--- config.mk ---
export PLATFORM = sky130hd
export DESIGN_NAME = txq_gap_fifo
export DESIGN_NICKNAME = d
export VERILOG_FILES = /design/src/rtl/txq_pkg.sv /design/src/rtl/txq_storage.sv /design/src/rtl/txq_gap_check.sv /design/src/rtl/txq_sticky_flags.sv /design/src/rtl/txq_gap_fifo.sv
export SDC_FILE = /design/constraint.sdc
export NUM_CORES = 2
export LEC_CHECK = 0
export BUFFER_PORTS_ARGS = -buffer_cell sky130_fd_sc_hd__clkbuf_2
export CAP_MARGIN = 20
export CORE_AREA = 2 2 333 401
export CTS_BUF_LIST = sky130_fd_sc_hd__clkbuf_16
export DETAILED_ROUTE_END_ITERATION = 12
export DIE_AREA = 0 0 335 403
export PLACE_DENSITY = 0.82
export SLEW_MARGIN = 25
export SYNTH_ARGS = -nofsm -noshare
export SYNTH_HDL_FRONTEND = slang
export SYNTH_SLANG_ARGS = --single-unit
--- constraint.sdc ---
create_clock -name clk -period 6.1 [get_ports clk]
set_clock_uncertainty 0.15 [all_clocks]
set_input_delay 1.22 -clock clk [delete_from_list [all_inputs] [get_ports clk]]
set_output_delay 1.22 -clock clk [all_outputs]
set_load 0.005 [all_outputs]
--- src/rtl/txq_pkg.sv ---
package txq_pkg;

    localparam int unsigned TXQ_DATA_W = 64;

    typedef struct packed {
        logic                  sob;
        logic                  eob;
        logic [TXQ_DATA_W-1:0] data;
    } txq_word_t;

    typedef enum logic {
        GAP_TWO = 1'b0,
        GAP_ONE = 1'b1
    } gap_mode_e;

    function automatic int unsigned clamp_thr(int unsigned raw, int unsigned lo, int unsigned hi);
        if (raw < lo) return lo;
        if (raw > hi) return hi;
        return raw;
    endfunction

endpackage

--- src/rtl/txq_storage.sv ---
module txq_storage
    import txq_pkg::*;
#(
    parameter int unsigned DEPTH = 32,
    localparam int unsigned AW = $clog2(DEPTH),
    localparam int unsigned CW = $clog2(DEPTH + 1)
) (
    input  logic          clk,
    input  logic          rst,
    input  logic          wr_en,
    input  txq_word_t     wr_word,
    input  logic          rd_en,
    output txq_word_t     rd_word,
    output logic [CW-1:0] level,
    output logic          full,
    output logic          empty
);

    txq_word_t     mem [DEPTH];
    logic [AW-1:0] wr_ptr, rd_ptr;

    function automatic logic [AW-1:0] bump(logic [AW-1:0] p);
        return (p == AW'(DEPTH - 1)) ? '0 : p + 1'b1;
    endfunction

    always_ff @(posedge clk) begin
        if (wr_en) mem[wr_ptr] <= wr_word;
    end

    always_ff @(posedge clk) begin
        if (rst) begin
            wr_ptr <= '0;
            rd_ptr <= '0;
            level  <= '0;
        end else begin
            if (wr_en) wr_ptr <= bump(wr_ptr);
            if (rd_en) rd_ptr <= bump(rd_ptr);
            case ({wr_en, rd_en})
                2'b10:   level <= level + 1'b1;
                2'b01:   level <= level - 1'b1;
                default: level <= level;
            endcase
        end
    end

    assign rd_word = mem[rd_ptr];
    assign full    = (level == CW'(DEPTH));
    assign empty   = (level == '0);

endmodule

--- src/rtl/txq_gap_check.sv ---
module txq_gap_check
    import txq_pkg::*;
#(
    parameter int unsigned GAP_LONG  = 2,
    parameter int unsigned GAP_SHORT = 1,
    localparam int unsigned IW = $clog2(GAP_LONG + 1)
) (
    input  logic      clk,
    input  logic      rst,
    input  gap_mode_e mode,
    input  logic      beat_valid,
    input  logic      beat_sob,
    input  logic      beat_eob,
    output logic      violation
);

    logic [IW-1:0] idle_q;
    logic [IW-1:0] need;

    assign need      = (mode == GAP_ONE) ? IW'(GAP_SHORT) : IW'(GAP_LONG);
    assign violation = beat_valid && beat_sob && (idle_q < need);

    always_ff @(posedge clk) begin
        if (rst) begin
            idle_q <= IW'(GAP_LONG);
        end else if (beat_valid) begin
            if (beat_eob) idle_q <= '0;
        end else if (idle_q != IW'(GAP_LONG)) begin
            idle_q <= idle_q + 1'b1;
        end
    end

endmodule

--- src/rtl/txq_sticky_flags.sv ---
module txq_sticky_flags #(
    parameter int unsigned N = 2
) (
    input  logic         clk,
    input  logic         rst,
    input  logic         clear,
    input  logic [N-1:0] hit,
    output logic [N-1:0] flag
);

    for (genvar i = 0; i < N; i++) begin : g_flag
        always_ff @(posedge clk) begin
            if (rst) flag[i] <= 1'b0;
            else     flag[i] <= hit[i] | (flag[i] & ~clear);
        end
    end

endmodule

--- src/rtl/txq_gap_fifo.sv ---
module txq_gap_fifo
    import txq_pkg::*;
#(
    parameter int unsigned DEPTH     = 32,
    parameter int unsigned TH_W      = 5,
    parameter int unsigned TH_MIN    = 8,
    parameter int unsigned TH_MAX    = 18,
    parameter int unsigned GAP_LONG  = 2,
    parameter int unsigned GAP_SHORT = 1,
    localparam int unsigned DW = TXQ_DATA_W,
    localparam int unsigned CW = $clog2(DEPTH + 1)
) (
    input  logic          clk,
    input  logic          rst,
    input  logic          cfg_gap_one,
    input  logic [TH_W-1:0] cfg_thresh,
    input  logic          in_valid,
    input  logic          in_sob,
    input  logic          in_eob,
    input  logic [DW-1:0] in_data,
    output logic          in_ready,
    input  logic          out_pop,
    output logic          out_avail,
    output logic          out_sob,
    output logic          out_eob,
    output logic [DW-1:0] out_data,
    input  logic          err_clear,
    output logic          err_gap,
    output logic          err_overflow
);

    txq_word_t     wr_word, rd_word;
    logic [CW-1:0] level, eff_thr;
    logic          full, empty, wr_ok, rd_ok, gap_hit, ovf_hit;
    logic [1:0]    flags;

    assign wr_word = '{sob: in_sob, eob: in_eob, data: in_data};
    assign wr_ok   = in_valid && !full;
    assign rd_ok   = out_pop && !empty;
    assign ovf_hit = in_valid && full;

    txq_storage #(.DEPTH(DEPTH)) u_store (
        .clk    (clk),
        .rst    (rst),
        .wr_en  (wr_ok),
        .wr_word(wr_word),
        .rd_en  (rd_ok),
        .rd_word(rd_word),
        .level  (level),
        .full   (full),
        .empty  (empty)
    );

    txq_gap_check #(.GAP_LONG(GAP_LONG), .GAP_SHORT(GAP_SHORT)) u_gap (
        .clk       (clk),
        .rst       (rst),
        .mode      (cfg_gap_one ? GAP_ONE : GAP_TWO),
        .beat_valid(in_valid),
        .beat_sob  (in_sob),
        .beat_eob  (in_eob),
        .violation (gap_hit)
    );

    txq_sticky_flags #(.N(2)) u_flags (
        .clk  (clk),
        .rst  (rst),
        .clear(err_clear),
        .hit  ({ovf_hit, gap_hit}),
        .flag (flags)
    );

    assign eff_thr      = CW'(clamp_thr(32'(cfg_thresh), TH_MIN, TH_MAX));
    assign in_ready     = (level < eff_thr);
    assign out_avail    = !empty;
    assign out_sob      = rd_word.sob;
    assign out_eob      = rd_word.eob;
    assign out_data     = rd_word.data;
    assign err_gap      = flags[0];
    assign err_overflow = flags[1];

endmodule

==> impl_metrics.env <==
export IMPL_status="completed"
export IMPL_maxSlewHeadroom_pct=25.8
export IMPL_gr_usage_met1_pct=39.1
export IMPL_vias=41100
export IMPL_cts_root_buf="clkbuf_16"
export IMPL_clock_fmax_mhz=175
export IMPL_cts_sinks=2137
export IMPL_setup_viol=0
export IMPL_grt_overflow=0
export IMPL_grt_pass1_vias=41800
export IMPL_hold_buffers=0
export IMPL_min_from="u_flags.flag[0]"
export IMPL_min_to="u_flags.flag[0]"
export IMPL_setup_slack_ps=385
export IMPL_ioPinCount=147
export IMPL_cts_path_max_buffers=3
export IMPL_antenna_found_initial=9
export IMPL_worstMarginPinSlew_ps=1110
export IMPL_die_width_um=335
export IMPL_cp_required_ps=4730
export IMPL_die_h_um=403
export IMPL_yosysWarningCount=0
export IMPL_slew_viol_final=0
export IMPL_synth_area_um2=80800
export IMPL_setup_tns_ps=0
export IMPL_crit_arrival_ps=4340
export IMPL_grt_util_met3_pct=6.33
export IMPL_finalCritPeriodShare_pct=93.7
export IMPL_grt_max_degree=96
export IMPL_area_growth_pct=11.6
export IMPL_use_met2_pct=51.7
export IMPL_finalNetCount=3911
export IMPL_clock_latency_ps=840
export IMPL_grt_pass1_wl_um=294000
export IMPL_hold_violations=0
export IMPL_clk_pin_slew_ps=70
export IMPL_pre_cts_slack_ps=1510
export IMPL_ant_nets=0
export IMPL_ys_flop_type="edfxtp_1"
export IMPL_hpwl_um=99000
export IMPL_dr_pass1_iters=8
export IMPL_synthesis_nets=3665
export IMPL_rows=146
export IMPL_rsz0062_at_grt="false"
export IMPL_worstSetupEndpointType="output pin"
export IMPL_synth_seq_area_share_pct=79.2
export IMPL_layout_commonest_cell="edfxtp_1"
export IMPL_crit_path_start_kind="flop"
export IMPL_async_flop_share_pct=0
export IMPL_yosysUniqueCellTypes=59
export IMPL_post_route_drc_count=0
export IMPL_cellLeakagePower_nw=27.5
export IMPL_cts_buffers_inserted=189
export IMPL_busiest_layer="met2"
export IMPL_ys_ff_latch=2137
export IMPL_drtIter0Drc=5696
export IMPL_io_buffer_count=146
export IMPL_routed_via_density=7.24
export IMPL_power_mw=33.6
export IMPL_crit_type="flop to output pin"
export IMPL_grt_use_total_pct=30.9
export IMPL_h_tree_depth=4
export IMPL_crit_fanout=21
export IMPL_cts_setup_buffers=0
export IMPL_syn_avg_cell_area_um2=22.6
export IMPL_cts_repair_resized=0
export IMPL_maxCapViolCount=0
export IMPL_tritoncts="built"
export IMPL_r2r_end="u_store.mem[12][64]"
export IMPL_synth_edf_count=2112
export IMPL_synth_cells=3572
export IMPL_reg2reg_depth=5
export IMPL_dieArea_um2=135000
export IMPL_worstHoldPathCells=2
export IMPL_max_vdd_ir_drop_uv=322
export IMPL_rrSetupSlack_ps=2260
export IMPL_core_um2=131000
export IMPL_r2r_start="u_store.level[1]"
export IMPL_p_per_area_nw_per_um2=373
export IMPL_wl_per_cell_um=36.4
export IMPL_start_util_pct=61.6
export IMPL_drt_total_wl_um=206000
export IMPL_hp_class="flop to flop"
export IMPL_final_cell_mix="edfxtp_1 (2112), mux4_2 (456), clkbuf_16 (190), o22ai_1 (153), mux2i_1 (147)"
export IMPL_layout_drive_gt1_share_pct=26.2
export IMPL_post_route_min_period_ps=5710
export IMPL_gp_congestion=0.778
## through the flow
step                instances  instance area (um^2)  hold WS (ps)  utilization, %
global placement         5326                 84000           309            64.1
floorplan                3572                 80800           316               -
CTS                      5667                 90000           330            68.6
finish                   5675                 90100           325            68.7
detailed placement       5326                 84000           319            64.1
global route             5672                 90100           355            68.7
## report_power, final
group	switching, mW	leakage, nW	internal (mW)
clock	5.37	3.07	6.33
sequential	0.232	19.2	16.3
combinational	2.76	5.17	2.59
## per-layer routing
metal / up-vias / routed length, um
li1: 15800 / -
met1: 21400 / 69200
met2: 3274 / 106000
met3: 589 / 21100
met4: 4 / 9730
met5: - / 21
## flip-flops by register name (all words and copies together) (netlist names), named ones only
signal          flops
u_store.mem      2112
u_gap.idle_q        2
u_store.rd_ptr      5
u_store.wr_ptr      5
u_store.level       6
u_flags.flag        2
## cell usage after synthesis (8+ instances only)
cell type / instances / area [um^2]
inv_1: 13 / 48.8
ha_1: 16 / 200
nand2_1: 32 / 120
nor2_1: 50 / 188
nand3_1: 47 / 235
nand4_1: 22 / 138
o21ai_0: 9 / 45.0
a21oi_1: 27 / 135
dfxtp_1: 25 / 500
nor4_1: 38 / 238
a22oi_1: 125 / 938
mux2i_1: 147 / 1470
o22ai_1: 153 / 957
nor2b_1: 12 / 75.1
buf_4: 36 / 270
clkbuf_1: 59 / 221
mux4_2: 456 / 10300
buf_2: 90 / 450
edfxtp_1: 2112 / 63400
a22o_1: 9 / 78.8
or3_1: 8 / 50.1
## kinds of logic after synthesis
logic type               after synthesis  share of synthesized area [%]
buffers and inverters                210                           1.34
multiplexers                         605                           14.6
flip-flops                          2137                           79.2
AND/OR/NAND/NOR                      252                           1.70
XOR/XNOR                               3                         0.0325
AO/OA/AOI/OAI                        349                           2.96
adder cells (fa/ha/maj)               16                          0.248
## critical path: stages (launching register included)
cell	delay, ps
dfxtp_1	900
nor2_1	420
nand2_2	770
buf_4	360
o22ai_1	120
nor4_1	690
clkbuf_2	230
## worst max-delay path by stage
stage,startpoint,end,slack [ps],cells past startpoint
2_1_floorplan,in_valid,u_store.mem[31][0],970,4
6_report,flop,out_data[18],390,6
5_1_grt,flop,out_data[33],410,7
3_5_place_dp,flop,out_data[54],1510,6
3_3_place_gp,flop,out_data[54],1560,4
4_1_cts,flop,out_data[54],500,5
## area by class of cell
type,count,area [um^2]
inverters,14,52.6
diodes,5,12.5
well taps,1702,2130
flip-flops and latches,2137,63900
clock inverters,151,1220
repair buffers,251,1960
fillers,7349,41100
clock buffers,190,4750
multi-input cells,1225,16000
Power figures use the tool's default switching activity.
